===== config.mk =====
export PLATFORM = sky130hd
export DESIGN_NAME = bitstream_transposer
export DESIGN_NICKNAME = d
export VERILOG_FILES = /design/src/rtl/xp_pkg.sv /design/src/rtl/xp_input_buffer.sv /design/src/rtl/xp_sequencer.sv /design/src/rtl/xp_gather_unit.sv /design/src/rtl/xp_stream_bank.sv /design/src/rtl/bitstream_transposer.sv
export SDC_FILE = /design/constraint.sdc
export NUM_CORES = 2
export LEC_CHECK = 0
export BUFFER_PORTS_ARGS = -buffer_cell sky130_fd_sc_hd__clkbuf_2
export CAP_MARGIN = 20
export CELL_PAD_IN_SITES_DETAIL_PLACEMENT = 0
export CELL_PAD_IN_SITES_GLOBAL_PLACEMENT = 1
export CORE_AREA = 2 2 453 455
export DETAILED_ROUTE_END_ITERATION = 7
export DIE_AREA = 0 0 455 457
export PLACE_DENSITY = 0.74
export SLEW_MARGIN = 20
export SYNTH_ARGS = -nofsm -noshare
export SYNTH_HDL_FRONTEND = slang
export SYNTH_SLANG_ARGS = --single-unit

===== constraint.sdc =====
create_clock -name clk -period 17 [get_ports clk]
set_input_delay 2.55 -clock clk [delete_from_list [all_inputs] [get_ports clk]]
set_output_delay 2.55 -clock clk [all_outputs]
set_load 0.03 [all_outputs]

===== src/rtl/xp_pkg.sv =====
package xp_pkg;
  localparam int BYTE_BITS = 8;

  typedef enum logic [0:0] {
    SQ_LOAD = 1'b0,
    SQ_RUN  = 1'b1
  } seq_state_t;
endpackage


===== src/rtl/xp_input_buffer.sv =====
module xp_input_buffer #(
  parameter int WORD_W    = 128,
  parameter int NUM_WORDS = 8,
  localparam int IDX_W    = (NUM_WORDS > 1) ? $clog2(NUM_WORDS) : 1
) (
  input  logic              clk,
  input  logic              rst,
  input  logic              wr_en,
  input  logic [WORD_W-1:0] wr_data,
  input  logic [IDX_W-1:0]  rd_idx,
  output logic [WORD_W-1:0] rd_word,
  output logic              block_full
);
  localparam logic [IDX_W-1:0] LAST_IDX = IDX_W'(NUM_WORDS - 1);

  logic [WORD_W-1:0] slots [NUM_WORDS];
  logic [IDX_W-1:0]  wr_ptr;

  always_ff @(posedge clk) begin
    if (rst) begin
      wr_ptr <= '0;
    end else if (wr_en) begin
      wr_ptr <= (wr_ptr == LAST_IDX) ? '0 : wr_ptr + 1'b1;
    end
  end

  always_ff @(posedge clk) begin
    if (wr_en) slots[wr_ptr] <= wr_data;
  end

  assign rd_word    = slots[rd_idx];
  assign block_full = wr_en && (wr_ptr == LAST_IDX);
endmodule


===== src/rtl/xp_sequencer.sv =====
module xp_sequencer
  import xp_pkg::*;
#(
  parameter int NUM_WORDS = 8,
  localparam int IDX_W    = (NUM_WORDS > 1) ? $clog2(NUM_WORDS) : 1,
  localparam int BIT_W    = $clog2(BYTE_BITS)
) (
  input  logic             clk,
  input  logic             rst,
  input  logic             block_full,
  output logic             busy,
  output logic             step_fire,
  output logic             step_first,
  output logic             last_step,
  output logic [IDX_W-1:0] word_idx,
  output logic [BIT_W-1:0] bit_idx,
  output logic             done
);
  localparam logic [IDX_W-1:0] LAST_WORD = IDX_W'(NUM_WORDS - 1);
  localparam logic [BIT_W-1:0] LAST_BIT  = BIT_W'(BYTE_BITS - 1);

  seq_state_t state;

  assign busy       = (state == SQ_RUN);
  assign step_fire  = busy;
  assign step_first = busy && (word_idx == '0);
  assign last_step  = busy && (word_idx == LAST_WORD) && (bit_idx == LAST_BIT);

  always_ff @(posedge clk) begin
    if (rst) begin
      state    <= SQ_LOAD;
      word_idx <= '0;
      bit_idx  <= '0;
      done     <= 1'b0;
    end else begin
      done <= 1'b0;
      case (state)
        SQ_LOAD: begin
          word_idx <= '0;
          bit_idx  <= '0;
          if (block_full) state <= SQ_RUN;
        end
        SQ_RUN: begin
          if (word_idx == LAST_WORD) begin
            word_idx <= '0;
            bit_idx  <= bit_idx + 1'b1;
          end else begin
            word_idx <= word_idx + 1'b1;
          end
          if (last_step) begin
            state <= SQ_LOAD;
            done  <= 1'b1;
          end
        end
        default: state <= SQ_LOAD;
      endcase
    end
  end
endmodule


===== src/rtl/xp_gather_unit.sv =====
module xp_gather_unit
  import xp_pkg::*;
#(
  parameter int WORD_BYTES = 16,
  localparam int WORD_W    = WORD_BYTES * BYTE_BITS,
  localparam int BIT_W     = $clog2(BYTE_BITS)
) (
  input  logic [WORD_W-1:0]     word,
  input  logic [BIT_W-1:0]      bit_sel,
  output logic [WORD_BYTES-1:0] mask
);
  // Shift each byte left by sh so the chosen bit reaches the top of its byte.
  function automatic logic [WORD_W-1:0] align_bytes(input logic [WORD_W-1:0] w,
                                                    input logic [BIT_W-1:0] sh);
    logic [WORD_W-1:0] r;
    for (int b = 0; b < WORD_BYTES; b++) begin
      r[b*BYTE_BITS +: BYTE_BITS] = w[b*BYTE_BITS +: BYTE_BITS] << sh;
    end
    return r;
  endfunction

  // Collect the top bit of each byte; byte 0 (top of word) goes to mask top.
  function automatic logic [WORD_BYTES-1:0] gather_top(input logic [WORD_W-1:0] w);
    logic [WORD_BYTES-1:0] m;
    for (int b = 0; b < WORD_BYTES; b++) begin
      m[b] = w[b*BYTE_BITS + BYTE_BITS - 1];
    end
    return m;
  endfunction

  logic [WORD_W-1:0] aligned;

  assign aligned = align_bytes(word, bit_sel);
  assign mask    = gather_top(aligned);
endmodule


===== src/rtl/xp_stream_bank.sv =====
module xp_stream_bank
  import xp_pkg::*;
#(
  parameter int NUM_WORDS  = 8,
  parameter int WORD_BYTES = 16,
  localparam int STREAM_W  = NUM_WORDS * WORD_BYTES,
  localparam int IDX_W     = (NUM_WORDS > 1) ? $clog2(NUM_WORDS) : 1,
  localparam int BIT_W     = $clog2(BYTE_BITS)
) (
  input  logic                          clk,
  input  logic                          rst,
  input  logic                          wr_en,
  input  logic                          wr_first,
  input  logic [BIT_W-1:0]              stream_sel,
  input  logic [IDX_W-1:0]              group_sel,
  input  logic [WORD_BYTES-1:0]         group,
  output logic [BYTE_BITS*STREAM_W-1:0] streams
);
  // Place a group at slot g (slot 0 at the top); a first write clears the rest.
  function automatic logic [STREAM_W-1:0] place_group(input logic [STREAM_W-1:0] old,
                                                      input logic [WORD_BYTES-1:0] grp,
                                                      input logic [IDX_W-1:0] g,
                                                      input logic fresh);
    logic [STREAM_W-1:0] r;
    r = fresh ? '0 : old;
    r[STREAM_W - 1 - WORD_BYTES*int'(g) -: WORD_BYTES] = grp;
    return r;
  endfunction

  for (genvar s = 0; s < BYTE_BITS; s++) begin : g_stream
    logic [STREAM_W-1:0] sreg;
    always_ff @(posedge clk) begin
      if (rst) begin
        sreg <= '0;
      end else if (wr_en && (stream_sel == BIT_W'(s))) begin
        sreg <= place_group(sreg, group, group_sel, wr_first);
      end
    end
    assign streams[s*STREAM_W +: STREAM_W] = sreg;
  end
endmodule


===== src/rtl/bitstream_transposer.sv =====
module bitstream_transposer
  import xp_pkg::*;
#(
  parameter int NUM_WORDS  = 8,
  parameter int WORD_BYTES = 16,
  localparam int WORD_W    = WORD_BYTES * BYTE_BITS,
  localparam int STREAM_W  = NUM_WORDS * WORD_BYTES,
  localparam int IDX_W     = (NUM_WORDS > 1) ? $clog2(NUM_WORDS) : 1,
  localparam int BIT_W     = $clog2(BYTE_BITS)
) (
  input  logic                          clk,
  input  logic                          rst,
  input  logic                          in_valid,
  output logic                          in_ready,
  input  logic [WORD_W-1:0]             in_data,
  output logic [BYTE_BITS*STREAM_W-1:0] out_streams,
  output logic                          out_done
);
  // Named internal events, visible to the bound checker.
  logic                  busy;
  logic                  load_fire;
  logic                  block_full;
  logic                  step_fire;
  logic                  step_first;
  logic                  last_step;
  logic [IDX_W-1:0]      word_idx;
  logic [BIT_W-1:0]      bit_idx;
  logic [WORD_W-1:0]     cur_word;
  logic [WORD_BYTES-1:0] cur_mask;

  assign in_ready  = !busy;
  assign load_fire = in_valid && in_ready;

  xp_input_buffer #(.WORD_W(WORD_W), .NUM_WORDS(NUM_WORDS)) u_buf (
    .clk(clk), .rst(rst), .wr_en(load_fire), .wr_data(in_data),
    .rd_idx(word_idx), .rd_word(cur_word), .block_full(block_full)
  );

  xp_sequencer #(.NUM_WORDS(NUM_WORDS)) u_seq (
    .clk(clk), .rst(rst), .block_full(block_full), .busy(busy),
    .step_fire(step_fire), .step_first(step_first), .last_step(last_step),
    .word_idx(word_idx), .bit_idx(bit_idx), .done(out_done)
  );

  xp_gather_unit #(.WORD_BYTES(WORD_BYTES)) u_gat (
    .word(cur_word), .bit_sel(bit_idx), .mask(cur_mask)
  );

  xp_stream_bank #(.NUM_WORDS(NUM_WORDS), .WORD_BYTES(WORD_BYTES)) u_bank (
    .clk(clk), .rst(rst), .wr_en(step_fire), .wr_first(step_first),
    .stream_sel(bit_idx), .group_sel(word_idx), .group(cur_mask),
    .streams(out_streams)
  );
endmodule


==> results by group <==
Clock tree
  – Post-CTS Hold Fix Bufs: 0
  – Root Buffer: clkbuf_16
  – Setup Fix Bufs, Post-CTS: 0
  – Clock slew seen by the registers of the worst setup and hold paths: 60 ps
  – Maximum clock insertion buffer count: 3
  – TritonCTS Buffers: 205
  – H-tree levels: 4
  – Later-pin clock latency in the skew report: 910 ps
  – Clock Sinks: 2059
  – Quantity of gates resized following cts: 0
  – CTS tree: done

Routing
  – Initial DRC count: 6157
  – DR vias/cell: 5.706
  – DRC Markers: 0
  – Routed Antenna Nets: 0
  – Vias: 53638
  – Drt pass-1 iters: 6
  – WL final: 315800 um
  – WL/cell: 33.59 um

Die
  – Die width: 455 um
  – Core area: 203300 um2
  – # rows: 166
  – Die area: 207900 um2
  – Die Y-Extent: 457 um
  – Effective utilization at floorplan: 0.3615
  – IO Pins: 1157

Finish
  – Most frequent cells in the layout: clkbuf_2 (1156), dfxtp_1 (1030), edfxtp_1 (1024), nand2_1 (824), o21ai_0 (634)
  – Post-layout util: 0.4428
  – Nets: 6662
  – Layout cells sized above 1: 0.2977
  – Final cell area excluding filler cells: 90030 um2
  – Fillers: 18475
  – Layout area overhead: 22.47%
  – Most common cell after layout, fill and taps aside: clkbuf_2
  – Fin cells: 9401

Timing
  – Max Freq: 182.9 MHz
  – Period utilisation layout: 0.3217
  – Slew HR: 0.1588
  – Setup violators final: 0
  – Final Hold Viols: 0
  – Post-layout min period: 5469 ps
  – RSZ-0062 raised after global routing: false
  – Setup TNS: 0 ps
  – Pins over their slew limit: 0
  – Worst setup margin: 11530 ps
  – Final Skew: 80.16 ps
  – Tightest Pin Transition: 1256 ps

Placed design
  – Placed insts: 8997
  – Placer Congestion: 0.9652
  – IO Port Bufs: 1156
  – Hpwl dp: 217900 um
  – Dpl cell area: 83090 um2
  – Worst slack, placed: 10650 ps

Power
  – Psw: 2.306 mW
  – VDD IR max: 0.0001160 V
  – Switching Share: 0.2248
  – Power per Cell Area: 113.9 nW/um2
  – Gate power share: 0.036
  – Clock share of power: 0.451
  – Part of the power in registers: 0.513
  – LEAKAGE: 32.44 nW
  – Cell internal pwr: 7.952 mW

Synth
  – Synthesis-stage register bit count: 2059
  – Yosys warnings: 0
  – Number of synthesized flops with an enable pin: 1024
  – Seq/Total Area, Yosys: 0.7001
  – Avg Inst Size Synth: 13.79 um2
  – Cell Area, Synth: 73510 um2
  – Netlist cell types: 55
  – Gate Count Post-Synth: 5331
  – Dominant cells by area after synthesis: edfxtp_1 (42%), dfxtp_1 (28%), mux4_2 (7.4%)
  – Area leader, netlist: edfxtp_1
  – Synth Flop Type: dfxtp_1
  – Synthesized Nets: 5476
  – Ys async rst share: 0
  – Yosys top cell area share: 0.4183

Critical path
  – WP buf/inv: 3
  – Crit-path cells: clkbuf_2 -> nor2b_1 -> nand2b_1 -> nor2_4 -> buf_4 -> buf_4
  – CP max FO: 59
  – Max incr delay on CP: 830 ps
  – Critical Path End Type: flip-flop
  – Most used cell along the critical path: buf_4
  – Critical path's top delay family: buffers and inverters
  – Critical Path RT: 17490 ps
  – Arr. time, crit path: 5960 ps
  – Kind of critical path: primary input to flip-flop
  – CP max-delay cell: buf_4
  – CP Launch Type: primary input

GRT
  – Total track usage: 0.2943
  – Routing usage on met2: 0.4666
  – Vias in the first global route: 50623
  – Pin count of the biggest net entering global routing: 129
  – Busiest grt layer: met2
  – GRT met1 Usage: 0.3513
  – Antenna violations before repair: 69
  – First-pass GRT wire length: 423900 um
  – Met3 Resource Use GR: 0.09425
  – GRT overflow: 0

Hold path
  – Worst Hold Class: flip-flop to flip-flop

Run
  – Max Cap Viol: 0

Status
  – Status: complete, no violations
## flip-flops by register name, indices dropped and copies added (netlist names)
name                  count
u_bank.g_stream.sreg   1024
u_buf.slots            1024
u_seq.done                1
u_seq.busy                1
u_seq.bit_idx             3
u_seq.word_idx            3
u_buf.wr_ptr              3
## worst reg2reg max path, stage by stage, from the launching register on
cell      delay, ps
dfxtp_4         820
buf_4           810
buf_12          590
mux4_2          830
mux2i_1         940
nor2_1          120
nor2_1          810
o221ai_1        250
## worst paths after layout
path	slack, ps	cells past startpoint	startpoint	endpoint
max reg2reg	11710	7	u_seq.word_idx[0]	u_bank.g_stream[3].sreg[26]
min	450	2	u_bank.g_stream[4].sreg[51]	u_bank.g_stream[4].sreg[51]
max	11530	6	in_valid	u_buf.slots[1][101]
min reg2reg	450	2	u_bank.g_stream[4].sreg[51]	u_bank.g_stream[4].sreg[51]
## area by class of cell
cell class	instances	area (um2)	area share
Sequential cell	2059	51480	0.5718
Inverter	16	60.06	0.0006671
Clock buffer	268	5662	0.06288
Antenna cell	24	60.06	0.0006671
Tap cell	2688	3363	0.03736
Multi-Input combinational cell	2919	21130	0.2347
Clock inverter	111	1197	0.01330
Timing Repair Buffer	1316	7081	0.07864
## cells by family (layout without fill, tap and decap cells)
family | after synthesis | count (layout) | synth area share
AO/OA/AOI/OAI | 1359 | 1359 | 0.1190
buffers and inverters | 353 | 1711 | 0.02003
flip-flops | 2059 | 2059 | 0.7001
AND/OR/NAND/NOR | 1195 | 1195 | 0.06976
other | 0 | 24 | 0
multiplexers | 350 | 350 | 0.08861
XOR/XNOR | 1 | 1 | 0.0001192
adder cells (fa/ha/maj) | 14 | 14 | 0.002383
## power groups by stage
stage | clock, mW | sequential, mW | combinational, mW
2_1_floorplan | 0 | 5.38 | 0.130
3_3_place_gp | 0 | 5.37 | 0.356
3_5_place_dp | 0 | 5.37 | 0.362
4_1_cts | 4.67 | 5.27 | 0.363
5_1_grt | 4.86 | 5.27 | 0.375
6_report | 4.62 | 5.27 | 0.368
## cells in the mapped netlist (5+ instances only)
| master | number |
|---|---|
| dfxtp_1 | 1035 |
| edfxtp_1 | 1024 |
| nand2_1 | 824 |
| o21ai_0 | 634 |
| clkbuf_1 | 266 |
| a22o_1 | 241 |
| mux4_2 | 240 |
| nor2_1 | 137 |
| a22oi_1 | 120 |
| mux2i_1 | 104 |
| o22ai_1 | 86 |
| o211ai_1 | 84 |
| o221ai_1 | 80 |
| a21oi_1 | 75 |
| nand3_1 | 52 |
| nand2b_1 | 51 |
| buf_2 | 27 |
| buf_1 | 22 |
| nand4_1 | 19 |
| nor3_1 | 16 |
| inv_1 | 15 |
| and2_1 | 14 |
| ha_1 | 14 |
| buf_4 | 12 |
| a32o_1 | 11 |
| and3_1 | 11 |
| or3_1 | 11 |
| buf_6 | 9 |
| a221oi_1 | 8 |
| a31oi_1 | 8 |
| nor2b_1 | 8 |
| nor3_2 | 8 |
| nand3b_1 | 7 |
| nor4_2 | 7 |
| or2_2 | 7 |
| mux2_2 | 6 |
| and3b_1 | 5 |
## per-layer routing
| layer | vias to the layer above | part of all wire |
|---|---|---|
| met3 | 762 | 0.10 |
| met2 | 2981 | 0.46 |
| li1 | 22632 | - |
| met5 | - | 0.0010 |
| met4 | 48 | 0.066 |
| met1 | 27215 | 0.37 |
## through the flow
stage	power [mW]	hold slack, ps
finish	10.26	449.6
global route	10.51	462.7
CTS	10.30	455.1
detailed placement	5.736	441.1
global placement	5.726	432.6
floorplan	5.513	456.7
No activity file was read; power rests on OpenSTA's default activity.
